==> src/rtl/sr_gate_pkg.sv <==
package sr_gate_pkg;
  // Channel 0 serves gate A, channel 1 serves gate B
  localparam int NUM_CH = 2;

  // Strobes from edge control to the state/counter datapath
  typedef struct packed {
    logic [NUM_CH-1:0] turnOn;   // primary rising-edge pulse per channel
    logic [NUM_CH-1:0] turnOff;  // primary falling-edge pulse per channel
  } edge_strobe_t;
endpackage

==> src/rtl/sr_edge_ctrl.sv <==
module sr_edge_ctrl
  import sr_gate_pkg::*;
(
  input  logic              clk,
  input  logic              rstN,
  input  logic [NUM_CH-1:0] pwmIn,
  output edge_strobe_t      strobes
);
  logic [NUM_CH-1:0] pwmNow;
  logic [NUM_CH-1:0] pwmPrev;

  always_ff @(posedge clk) begin
    if (!rstN) begin
      pwmNow  <= '0;
      pwmPrev <= '0;
    end else begin
      pwmNow  <= pwmIn;
      pwmPrev <= pwmNow;
    end
  end

  // Each strobe is high for one cycle, one clock after the level is captured
  always_comb begin
    strobes.turnOn  = pwmNow & ~pwmPrev;
    strobes.turnOff = ~pwmNow & pwmPrev;
  end
endmodule

==> src/rtl/sr_gate_datapath.sv <==
module sr_gate_datapath
  import sr_gate_pkg::*;
#(
  parameter int CNT_W = 8
) (
  input  logic              clk,
  input  logic              rstN,
  input  logic              enable,
  input  logic [CNT_W-1:0]  maxOn,
  input  edge_strobe_t      strobes,
  output logic [NUM_CH-1:0] gate
);
  localparam int EXT_W = CNT_W + 1;

  for (genvar ch = 0; ch < NUM_CH; ch++) begin : g_chan
    logic             stateQ;
    logic             stateNext;
    logic [CNT_W-1:0] onCnt;
    logic             limitHit;
    logic             offEvt;

    // Match fires on the last allowed cycle; a zero limit never matches
    assign limitHit = stateQ &&
                      ((EXT_W'(onCnt) + EXT_W'(1)) == EXT_W'(maxOn));
    assign offEvt   = strobes.turnOff[ch] | limitHit;

    // Set while low on turn-on; clear while high on the OR'd turn-off
    assign stateNext = (~stateQ & strobes.turnOn[ch]) | (stateQ & ~offEvt);

    always_ff @(posedge clk) begin
      if (!rstN) begin
        stateQ <= 1'b0;
      end else begin
        stateQ <= enable ? stateNext : 1'b0;
      end
    end

    // On-time counter: cleared while the state bit is low, saturates at limit
    always_ff @(posedge clk) begin
      if (!rstN || !stateQ) begin
        onCnt <= '0;
      end else if (onCnt != maxOn) begin
        onCnt <= onCnt + CNT_W'(1);
      end
    end

    assign gate[ch] = stateQ;
  end
endmodule

==> src/rtl/sr_gate_timer.sv <==
module sr_gate_timer
  import sr_gate_pkg::*;
#(
  parameter int CNT_W = 8
) (
  input  logic             clk,
  input  logic             rstN,
  input  logic             srEnable,
  input  logic             pwmA,
  input  logic             pwmB,
  input  logic [CNT_W-1:0] maxOnTime,
  output logic             gateA,
  output logic             gateB
);
  edge_strobe_t      edgeStrobes;
  logic [NUM_CH-1:0] gateVec;

  sr_edge_ctrl u_ctrl (
    .clk     (clk),
    .rstN    (rstN),
    .pwmIn   ({pwmB, pwmA}),
    .strobes (edgeStrobes)
  );

  sr_gate_datapath #(.CNT_W(CNT_W)) u_dp (
    .clk     (clk),
    .rstN    (rstN),
    .enable  (srEnable),
    .maxOn   (maxOnTime),
    .strobes (edgeStrobes),
    .gate    (gateVec)
  );

  assign gateA = gateVec[0];
  assign gateB = gateVec[1];
endmodule

==> config.mk <==
export PLATFORM = sky130hd
export DESIGN_NAME = sr_gate_timer
export DESIGN_NICKNAME = d
export VERILOG_FILES = /design/src/rtl/sr_gate_pkg.sv /design/src/rtl/sr_edge_ctrl.sv /design/src/rtl/sr_gate_datapath.sv /design/src/rtl/sr_gate_timer.sv
export SDC_FILE = /design/constraint.sdc
export NUM_CORES = 1
export LEC_CHECK = 0
export BUFFER_PORTS_ARGS = -buffer_cell sky130_fd_sc_hd__buf_2
export CORE_MARGIN = 2
export CORE_UTILIZATION = 62
export CTS_CLUSTER_SIZE = 8
export DETAILED_ROUTE_END_ITERATION = 8
export PLACE_DENSITY = 0.86
export SETUP_SLACK_MARGIN = 0.05
export SLEW_MARGIN = 10
export SYNTH_ARGS = -nofsm -noshare
export SYNTH_HDL_FRONTEND = slang
export SYNTH_SLANG_ARGS = --single-unit
==> constraint.sdc <==
create_clock -name clk -period 3.7 [get_ports clk]
set_input_delay 0.555 -clock clk [delete_from_list [all_inputs] [get_ports clk]]
set_output_delay 0.555 -clock clk [all_outputs]
set_load 0.005 [all_outputs]
### Word-level counts from Yosys, hierarchy flattened

Index checks and enable logic that the tools add are counted.

* bits in registers: 22
* output and inout port bits: 2
* logic and storage cells: 38

* $add $sub $neg: 4
* eq/ne operators: 4
* bitwise operators: 16
* reductions and logical operators: 8

Operator list (number)
* 8-bit by 1-bit adder with 9-bit output (second input constant): 2
* 9-bit by 8-bit == test with 1-bit output: 2
* 8-bit by 1-bit adder with 8-bit output (second input constant): 2
* 8-bit != test: 2
* 1-bit AND: 4
* 2-bit AND: 2
* 1-bit NOT: 4
* 2-bit NOT: 2
* 1-bit bitwise OR: 4
* 1-bit logical NOT: 3
* 1-bit logical AND: 2
* 1-bit logical OR: 2
* 2-bit AND reduction: 1

### Longest topological paths before layout

Gate-level depths: netlist of the first run.

* depth after elaboration: 7
* depth in mapped cells: 7

### Modules after synthesis

Synthesis of the first run repeated with hierarchy kept, for this count alone.

* cell total of the unflattened synthesis: 183
* area, all modules: 1522.7 um^2

Modules (own cells, without submodules)
* sr_gate_datapath: instances 1, cells each 171, area each 1392.6 um^2, seq. area each 360.3 um^2
* sr_edge_ctrl: instances 1, cells each 12, area each 130.1 um^2, seq. area each 80.1 um^2

### Worst setup path before layout of the first run

No wires, ideal clock.

* kind: input-to-reg
* start point: input maxOnTime[2]
* end point: register u_dp.g_chan[0].onCnt[6]
* setup time: 0.121 ns
* arrival: 1.769 ns
* required time: 3.579 ns
* path slack: 1.810 ns
* stages on the path: 7
* buffers on the path: 2
* path through: buf_2 xor2_1 or4b_1 buf_6 o21ai_2 xor2_1 nor2_1

* longest elaborated chain between the ends: 1

Ends and longest elaborated chain
* start: declaration: line sr_gate_timer.sv:11 `input logic [CNT_W-1:0] maxOnTime,`
* 8-bit != test: line sr_gate_datapath.sv:42 `end else if (onCnt != maxOn) begin`
* end signal: assignment: line sr_gate_datapath.sv:43 `onCnt <= onCnt + CNT_W'(1);`
* end: declaration: line sr_gate_datapath.sv:18 `logic [CNT_W-1:0] onCnt;`

No other way between the ends.
A chain may end at the register's enable or synchronous reset.

### Worst setup path after layout of the first run

* start point: register u_dp.g_chan[0].onCnt[3]
* end point: register u_dp.g_chan[0].onCnt[5]

* longest elaborated chain between the ends: 1

Ends and longest elaborated chain (line)
* 8-bit by 1-bit adder with 8-bit output or 8-bit != test (tied branches): sr_gate_datapath.sv:43, sr_gate_datapath.sv:42

Parallel ways exist; a longest one is shown, timed or not.

==> impl_metrics.json, run 1 <==
{
  "status": "completed",
  "crit_chain": "xor2_1, or4b_1, o21bai_2, xor2_1, nor2_1",
  "num_antenna_cells": 0,
  "cts_tree": "yes",
  "cp-start-kind": "flip-flop",
  "die_h_microns": 51.6,
  "ant_nets": 0,
  "ir_worst_vdd_mv": 0.179,
  "finalHoldViolations": 0,
  "grt_use_total_pct": 24.2,
  "drive_gt1_share_pct": 14.9,
  "grt_pass1_vias": 1154,
  "syn-num-nets": 179,
  "vias": 1200,
  "max_stage_delay_ns": 0.76,
  "row_count": 17,
  "drc": 0,
  "worst_pin_slew_ns": 0.435,
  "rsz0062_at_grt": "false",
  "core_region_area_sq_mm": 0.00217,
  "ioPinCount": 15,
  "fin_nets": 191,
  "first_pass_iters": 4,
  "cp-end-kind": "flip-flop",
  "syn_area_sq_mm": 0.00140,
  "cts_buffers": 3,
  "worstPathArrival_ns": 2.12,
  "mostFrequentLayoutCells": "dfxtp_1, xor2_1, nor2_1, xnor2_1, buf_2",
  "finalPower_uw": 424,
  "placed_cells": 199,
  "power_density_mw_per_mm2": 282,
  "hold_buffers": 0,
  "post-route-min-period_ns": 1.91,
  "critPathTopFamily": "simple AND/OR/NAND/NOR gates",
  "seq_area_frac_synth_pct": 31.4,
  "htree_levels": 1,
  "crit_top_cell": "xor2_1",
  "dp_hpwl_microns": 2210,
  "cp.depth": 5,
  "final_area_sq_mm": 0.00151,
  "setup_slack_ns": 1.79,
  "final_cells": 203,
  "finClkSkew_ns": 0.00224,
  "synth_cells": 164,
  "path_buf_inv": 0,
  "utilization_pct": 69.4,
  "wl_per_cell_microns": 14.5,
  "holdWs_ns": 0.446,
  "cp_slowest_cell": "or4b_1",
  "placed_area_sq_mm": 0.00147,
  "grt_pass1_wl_microns": 4910,
  "reg2regPathDepth": 5,
  "p_leak_nw": 0.543,
  "clk_path_buf_depth": 2,
  "initial_core_util_pct": 64.6,
  "cts_resized": 0,
  "cts_root_buf": "clkbuf_4",
  "synth-seq-cells": 22,
  "drtIter0Drc": 50,
  "die_area_sq_mm": 0.00266,
  "max_slew_margin_pct": 71.0,
  "synthDistinctLibCells": 39,
  "required_ns": 3.91,
  "clock_latency_ns": 0.31,
  "portBuffers": 14,
  "syn_area_per_cell_sq_um": 8.55,
  "synth_warnings": 0,
  "grt_max_degree": 13,
  "area_delta_synth_final_pct": 7.40,
  "final_common_cell": "dfxtp_1",
  "antenna_found_initial": 0,
  "finalSetupViolations": 0,
  "drv_cap": 0,
  "path_clk_slew_ns": 0.13,
  "cts_sinks": 22,
  "drv_slew": 0,
  "fin_crit_sh_pct": 51.7,
  "gp_congestion": 0.884,
  "worst-setup-path-type": "flip-flop to flip-flop",
  "place_ws_ns": 1.52,
  "fin_setup_tns_ns": 0,
  "crit_fanout": 8,
  "clock.fmax_mhz": 523,
  "drt-total-wl_microns": 2950,
  "fp.dieW_microns": 51.6,
  "hold_depth": 2,
  "overflow": 0,
  "post-cts-setup-buffer-count": 0,
  "hold_class": "input pin to flip-flop",
  "vias_per_cell": 5.91
}
-- worst paths after layout --
check                          start                      end  slack [ns]
max          u_dp.g_chan[0].onCnt[3]  u_dp.g_chan[0].onCnt[5]        1.79
min                             pwmA         u_ctrl.pwmNow[0]        0.45
max reg2reg  u_dp.g_chan[0].onCnt[3]  u_dp.g_chan[0].onCnt[5]        1.79
min reg2reg         u_ctrl.pwmNow[0]        u_ctrl.pwmPrev[0]        0.49
-- routing by layer --
metal  GRT usage, %  share of wire, %  vias to the layer above
met5              0                 0                        -
met4           10.1               2.0                        0
met3           2.87               5.7                        8
met2           41.0                48                       55
met1           31.0                45                      552
li1               -                 -                      585
-- Yosys cell counts --
cell type	n	area (sq um)
ha_1	2	25.0
a211oi_1	1	7.51
nor2b_1	1	6.26
and2_1	6	37.5
nand4bb_1	1	11.3
o211ai_1	4	30.0
clkbuf_1	3	11.3
nand2b_1	4	25.0
o21ai_1	5	25.0
a311o_1	2	20.0
nor2_2	1	6.26
o21ai_0	2	10.0
or3_1	1	6.26
xor2_1	21	184
o21bai_1	1	7.51
a31oi_1	1	6.26
o21ai_2	3	26.3
maj3_1	1	10.0
nor2_1	21	78.8
and4_1	3	26.3
a21oi_1	6	30.0
o21bai_2	3	33.8
xnor2_1	17	149
buf_2	3	15.0
o211a_1	1	10.0
nand2_1	9	33.8
nand4_2	1	12.5
or4b_1	1	10.0
nand3b_1	1	7.51
nand4_1	2	12.5
nor3_1	1	5.00
nand3_1	6	30.0
and3_1	2	12.5
nand4b_1	1	8.76
inv_1	1	3.75
buf_6	1	11.3
mux2i_1	1	10.0
o22ai_1	1	6.26
dfxtp_1	22	440
-- where the power goes --
| part | internal [mW] | leakage, nW | switching [mW] | total [mW] |
|---|---|---|---|---|
| registers | 0.240 | 0.178 | 0.00247 | 0.243 |
| logic | 0.0203 | 0.344 | 0.0265 | 0.0468 |
| clock network | 0.0601 | 0.0210 | 0.0747 | 0.135 |
-- worst reg2reg max path: stages, from the launching register on --
cell	delay, ns
dfxtp_1	0.39
xor2_1	0.20
or4b_1	0.76
o21bai_2	0.24
xor2_1	0.16
nor2_1	0.06
-- registers in the layout, indices dropped and copies added, names as in the netlist --
register / count
u_dp.g_chan.onCnt: 16
u_ctrl.pwmNow: 2
u_ctrl.pwmPrev: 2
u_dp.g_chan.stateQ: 2
-- kinds of logic after synthesis --
group | synth area share [%]
simple gates | 23.6
xor+xnor | 23.7
compound gates | 15.2
flops | 31.4
buf+inv | 2.94
fa+ha+maj | 2.50
mux | 0.714
-- area by class of cell --
class | instances | area, sq um
multi-input combinational | 134 | 921
fill | 171 | 663
sequential | 22 | 440
timing repair buffer | 14 | 70.1
clock buffer | 4 | 36.3
tap | 28 | 35.0
inverter | 1 | 3.75
Power figures use the tool's default switching activity.
==> run 2: changes to the inputs <==
--- a/config.mk
+++ b/config.mk
@@ -7,10 +7,10 @@
 export LEC_CHECK = 0
 export BUFFER_PORTS_ARGS = -buffer_cell sky130_fd_sc_hd__buf_2
 export CORE_MARGIN = 2
-export CORE_UTILIZATION = 62
+export CORE_UTILIZATION = 57
 export CTS_CLUSTER_SIZE = 8
 export DETAILED_ROUTE_END_ITERATION = 8
-export PLACE_DENSITY = 0.86
+export PLACE_DENSITY = 0.8
 export SETUP_SLACK_MARGIN = 0.05
 export SLEW_MARGIN = 10
 export SYNTH_ARGS = -nofsm -noshare
==> constraint.sdc (replaced) <==
create_clock -name clk -period 1.9 [get_ports clk]
set_input_delay 0.285 -clock clk [delete_from_list [all_inputs] [get_ports clk]]
set_output_delay 0.285 -clock clk [all_outputs]
set_load 0.005 [all_outputs]
==> run 2 against run 1 <==
Critical path depth is 1 higher; setup slack got worse by 1.6 ns; utilization shrank 1.6 points; non-clock buffer count rose by 5; critical endpoint is now u_dp.g_chan[0].onCnt[7].
==> impl_metrics.json, run 2 (synthesized netlist as in run 1, its figures left out) <==
{
  "required_ns": 2.11,
  "rsz0062_at_grt": "false",
  "worstHoldStart": "pwmA",
  "cts_resized": 0,
  "regMostFlops": "u_dp.g_chan.onCnt",
  "reg2reg_slack_ns": 0.15,
  "holdWs_ns": 0.183,
  "finalHoldViolations": 0,
  "grt_use_total_pct": 22.6,
  "cp-start-kind": "flip-flop",
  "clockPowerShare_pct": 31.2,
  "ant_nets": 0,
  "p_leak_nw": 0.568,
  "htree_levels": 1,
  "mostFrequentLayoutCells": "dfxtp_1, xor2_1, nor2_1, xnor2_1, buf_2",
  "fillers": 194,
  "wl_per_cell_microns": 13.9,
  "grt_max_degree": 13,
  "fp.dieW_microns": 53.6,
  "finClkSkew_ns": 0.00280,
  "drc": 0,
  "gp_congestion": 0.912,
  "power.share.switching_pct": 23.8,
  "num_antenna_cells": 0,
  "post-cts-setup-buffer-count": 0,
  "max_slew_margin_pct": 76.6,
  "cts_root_buf": "clkbuf_4",
  "core_region_area_sq_mm": 0.00228,
  "final_cells": 208,
  "row_count": 17,
  "final_area_sq_mm": 0.00154,
  "placed_cells": 204,
  "cp_slowest_cell": "or4b_1",
  "drtIter0Drc": 20,
  "finalSetupViolations": 0,
  "die_area_sq_mm": 0.00287,
  "drive_gt1_share_pct": 17.2,
  "power_density_mw_per_mm2": 533,
  "dp_hpwl_microns": 2260,
  "cp-end-kind": "flip-flop",
  "initial_core_util_pct": 61.6,
  "comb_power_share_pct": 11.3,
  "crit_chain": "xor2_1, or4b_1, buf_4, o21ai_2, xor2_1, nor2_1",
  "fin_nets": 196,
  "die_h_microns": 53.6,
  "overflow": 0,
  "crit_top_cell": "xor2_1",
  "final_common_cell": "dfxtp_1",
  "cts_tree": "yes",
  "largest_reg_flops": 16,
  "r2r-start": "u_dp.g_chan[0].onCnt[0]",
  "crit_path_start": "u_dp.g_chan[0].onCnt[0]",
  "reg2regPathDepth": 6,
  "portBuffers": 14,
  "clock.fmax_mhz": 571,
  "whs_endpoint": "u_ctrl.pwmNow[0]",
  "power.switching_uw": 195,
  "placed_area_sq_mm": 0.00151,
  "hold_depth": 2,
  "p_seq_share_pct": 57.4,
  "grt_pass1_wl_microns": 4740,
  "clock_latency_ns": 0.31,
  "area_delta_synth_final_pct": 10.1,
  "worst_pin_slew_ns": 0.350,
  "crit_fanout": 8,
  "cts_sinks": 22,
  "drv_cap": 0,
  "max_stage_delay_ns": 0.50,
  "worstPathArrival_ns": 1.96,
  "antenna_found_initial": 0,
  "fin_setup_tns_ns": 0,
  "ioPinCount": 15,
  "hold_buffers": 0,
  "status": "completed",
  "clk_path_buf_depth": 2,
  "worst-setup-path-type": "flip-flop to flip-flop",
  "vias_per_cell": 5.64,
  "post-route-min-period_ns": 1.75,
  "cts_buffers": 3,
  "ir_worst_vdd_mv": 0.382,
  "vias": 1174,
  "grt_pass1_vias": 1152,
  "drt-total-wl_microns": 2890,
  "path_clk_slew_ns": 0.12,
  "first_pass_iters": 4,
  "p_int_uw": 627,
  "r2r_end": "u_dp.g_chan[0].onCnt[7]",
  "hold_class": "input pin to flip-flop",
  "fin_crit_sh_pct": 92.1,
  "drv_slew": 0
}
[run 2: how the worst max path moves through the flow]
stage,endpoint,slack [ns]
floorplan,u_dp.g_chan[0].onCnt[6],0.28
global placement,u_dp.g_chan[0].onCnt[5],0.17
detailed placement,u_dp.g_chan[0].onCnt[2],0.13
CTS,u_dp.g_chan[0].stateQ,0.17
global route,u_dp.g_chan[0].onCnt[2],0.06
finish,u_dp.g_chan[0].onCnt[7],0.15
[run 2: layout make-up]
cell class              count  area, sq um  area share (%)
multi-input cells         134          921            59.6
flip-flops and latches     22          440            28.5
repair buffers             19          108            6.97
clock buffers               4         36.3            2.35
well taps                  28         35.0            2.27
inverters                   1         3.75           0.243
[run 2: critical path: cells and delay by family (launching register included)]
family	cells	cell delay [ns]
simple gates	2	0.55
flops	1	0.39
xor+xnor	2	0.37
buf+inv	1	0.19
compound gates	1	0.14
[run 2: through the flow]
step	util [%]	worst slack (ns)	total power, mW
after floorplan	-	0.280	0.541
after CTS	67.8	0.166	0.828
final	67.8	0.149	0.823
after global placement	66.2	0.172	0.573
after detailed placement	66.2	0.130	0.576
after global routing	67.8	0.0610	0.857
[run 2: layer usage]
metal	global-route usage (%)	vias to the layer above	wire length [microns]
met5	0	-	0
met4	9.83	0	47
met3	2.50	5	100
met2	38.7	26	1320
met1	28.7	547	1420
li1	-	596	-
[run 2: power by group through the flow]
stage                     combinational (mW)  sequential [mW]  clock, mW
after global routing                   0.102            0.474      0.281
final                                 0.0933            0.472      0.257
after CTS                             0.0931            0.473      0.262
after floorplan                       0.0592            0.482          0
after global placement                0.0902            0.482          0
after detailed placement              0.0925            0.483          0
==> run 3: changes to the inputs <==
--- a/config.mk
+++ b/config.mk
@@ -11,6 +11,7 @@
 export CTS_CLUSTER_SIZE = 8
 export DETAILED_ROUTE_END_ITERATION = 8
 export PLACE_DENSITY = 0.8
+export RECOVER_POWER = 100
 export SETUP_SLACK_MARGIN = 0.05
 export SLEW_MARGIN = 10
 export SYNTH_ARGS = -nofsm -noshare
==> run 3 against run 2 <==
Clock skew rose by 0.00065 ns; highest routed layer unchanged; global-route usage did not move; via count did not move; clock power barely moved; design area fell by 1.1%.
==> impl_metrics.json, run 3 (synthesized netlist as in run 1, its figures left out) <==
{
  "status": "completed",
  "crit_chain": "xor2_1, or4b_1, buf_4, o21ai_0, xor2_1, nor2_1",
  "ant_nets": 0,
  "cp-start-kind": "flip-flop",
  "worstHoldStart": "pwmA",
  "wl_per_cell_microns": 13.9,
  "portBuffers": 14,
  "clock.fmax_mhz": 559,
  "critPathTopFamily": "simple AND/OR/NAND/NOR gates",
  "max_stage_delay_ns": 0.50,
  "power_density_mw_per_mm2": 540,
  "placed_area_sq_mm": 0.00151,
  "clk_path_buf_depth": 2,
  "regMostFlops": "u_dp.g_chan.onCnt",
  "die_h_microns": 53.6,
  "gp_congestion": 0.912,
  "crit_fanout": 8,
  "cts_sinks": 22,
  "grt_max_degree": 13,
  "whs_endpoint": "u_ctrl.pwmNow[0]",
  "setup_slack_ns": 0.112,
  "drtIter0Drc": 17,
  "cp-end-kind": "flip-flop",
  "hold_class": "input pin to flip-flop",
  "fillers": 202,
  "post-route-min-period_ns": 1.79,
  "cp_slowest_cell": "or4b_1",
  "dp_hpwl_microns": 2260,
  "htree_levels": 1,
  "antenna_found_initial": 0,
  "cts_root_buf": "clkbuf_4",
  "grt_use_total_pct": 22.6,
  "overflow": 0,
  "cts_buffers": 3,
  "first_pass_iters": 4,
  "rsz0062_at_grt": "false",
  "final_cells": 208,
  "finalSetupViolations": 0,
  "final_area_sq_mm": 0.00153,
  "path_clk_slew_ns": 0.12,
  "ioPinCount": 15,
  "reg2reg_slack_ns": 0.11,
  "drive_gt1_share_pct": 13.9,
  "fp.dieW_microns": 53.6,
  "mostFrequentLayoutCells": "nor2_1, dfxtp_1, xor2_1, xnor2_1, buf_2",
  "drt-total-wl_microns": 2880,
  "cts_tree": "yes",
  "die_area_sq_mm": 0.00287,
  "path_buf_inv": 1,
  "max_slew_margin_pct": 78.7,
  "initial_core_util_pct": 61.6,
  "grt_pass1_wl_microns": 4740,
  "fin_setup_tns_ns": 0,
  "worst-setup-path-type": "flip-flop to flip-flop",
  "final-seq-area_sq_um": 440,
  "row_count": 17,
  "reg2regPathDepth": 6,
  "r2r_end": "u_dp.g_chan[0].onCnt[6]",
  "multi_input_area_sq_um": 907,
  "holdWs_ns": 0.185,
  "vias": 1174,
  "cts_resized": 0,
  "worst_pin_slew_ns": 0.318,
  "clock_latency_ns": 0.31,
  "core_region_area_sq_mm": 0.00228,
  "required_ns": 2.11,
  "drv_cap": 0,
  "hold_depth": 2,
  "drv_slew": 0,
  "post-cts-setup-buffer-count": 0,
  "fin_nets": 196,
  "hold_buffers": 0,
  "worstPathArrival_ns": 2.00,
  "drc": 0,
  "vias_per_cell": 5.64,
  "finClkSkew_ns": 0.00344,
  "place_ws_ns": 0.130,
  "finalHoldViolations": 0,
  "area_delta_synth_final_pct": 8.92,
  "fin_crit_sh_pct": 94.1,
  "p_leak_nw": 0.558,
  "placed_cells": 204,
  "num_antenna_cells": 0,
  "ir_worst_vdd_mv": 0.382,
  "crit_top_cell": "xor2_1",
  "largest_reg_flops": 16,
  "grt_pass1_vias": 1152,
  "r2r-start": "u_dp.g_chan[0].onCnt[0]"
}
run 3: cell types whose count changed in the layout (fill, tap and decap cells not counted), sizes merged:
cell | before | now
buf | 19 | 17
clkbuf | 4 | 6
run 3: final cells by class:
class	count	share of cell area, %
sequential	22	28.8
clock buffer	4	2.38
timing repair buffer	19	6.88
multi-input combinational	134	59.4
inverter	1	0.246
tap	28	2.29
run 3: power breakdown:
group / leakage, nW / total (mW) / switching (mW) / internal (mW)
clock: 0.0210 / 0.260 / 0.143 / 0.117
combinational: 0.359 / 0.0916 / 0.0495 / 0.0421
sequential: 0.178 / 0.473 / 0.00507 / 0.468
total: 0.558 / 0.825 / 0.198 / 0.627
run 3: worst max-delay path by stage:
stage	slack, ns	startpoint	cells past startpoint	to
global placement	0.17	maxOnTime[3]	7	u_dp.g_chan[0].onCnt[5]
CTS	0.17	u_dp.g_chan[0].onCnt[0]	6	u_dp.g_chan[0].stateQ
floorplan	0.28	maxOnTime[2]	7	u_dp.g_chan[0].onCnt[6]
global route	0.03	u_dp.g_chan[0].onCnt[0]	6	u_dp.g_chan[0].onCnt[2]
detailed placement	0.13	maxOnTime[3]	7	u_dp.g_chan[0].onCnt[2]
finish	0.11	u_dp.g_chan[0].onCnt[0]	6	u_dp.g_chan[0].onCnt[6]
run 3: metal layers:
metal | vias to the layer above | wire [microns] | global-route usage (%)
met5 | - | 0 | 0
met4 | 0 | 48 | 9.83
met3 | 5 | 86 | 2.50
met2 | 24 | 1310 | 38.7
met1 | 548 | 1440 | 28.7
li1 | 597 | - | -
run 3: stage by stage:
| stage | power [mW] | utilization, % |
|---|---|---|
| CTS | 0.828 | 67.8 |
| detailed placement | 0.576 | 66.2 |
| floorplan | 0.541 | - |
| global route | 0.855 | 67.1 |
| finish | 0.825 | 67.1 |
| global placement | 0.573 | 66.2 |
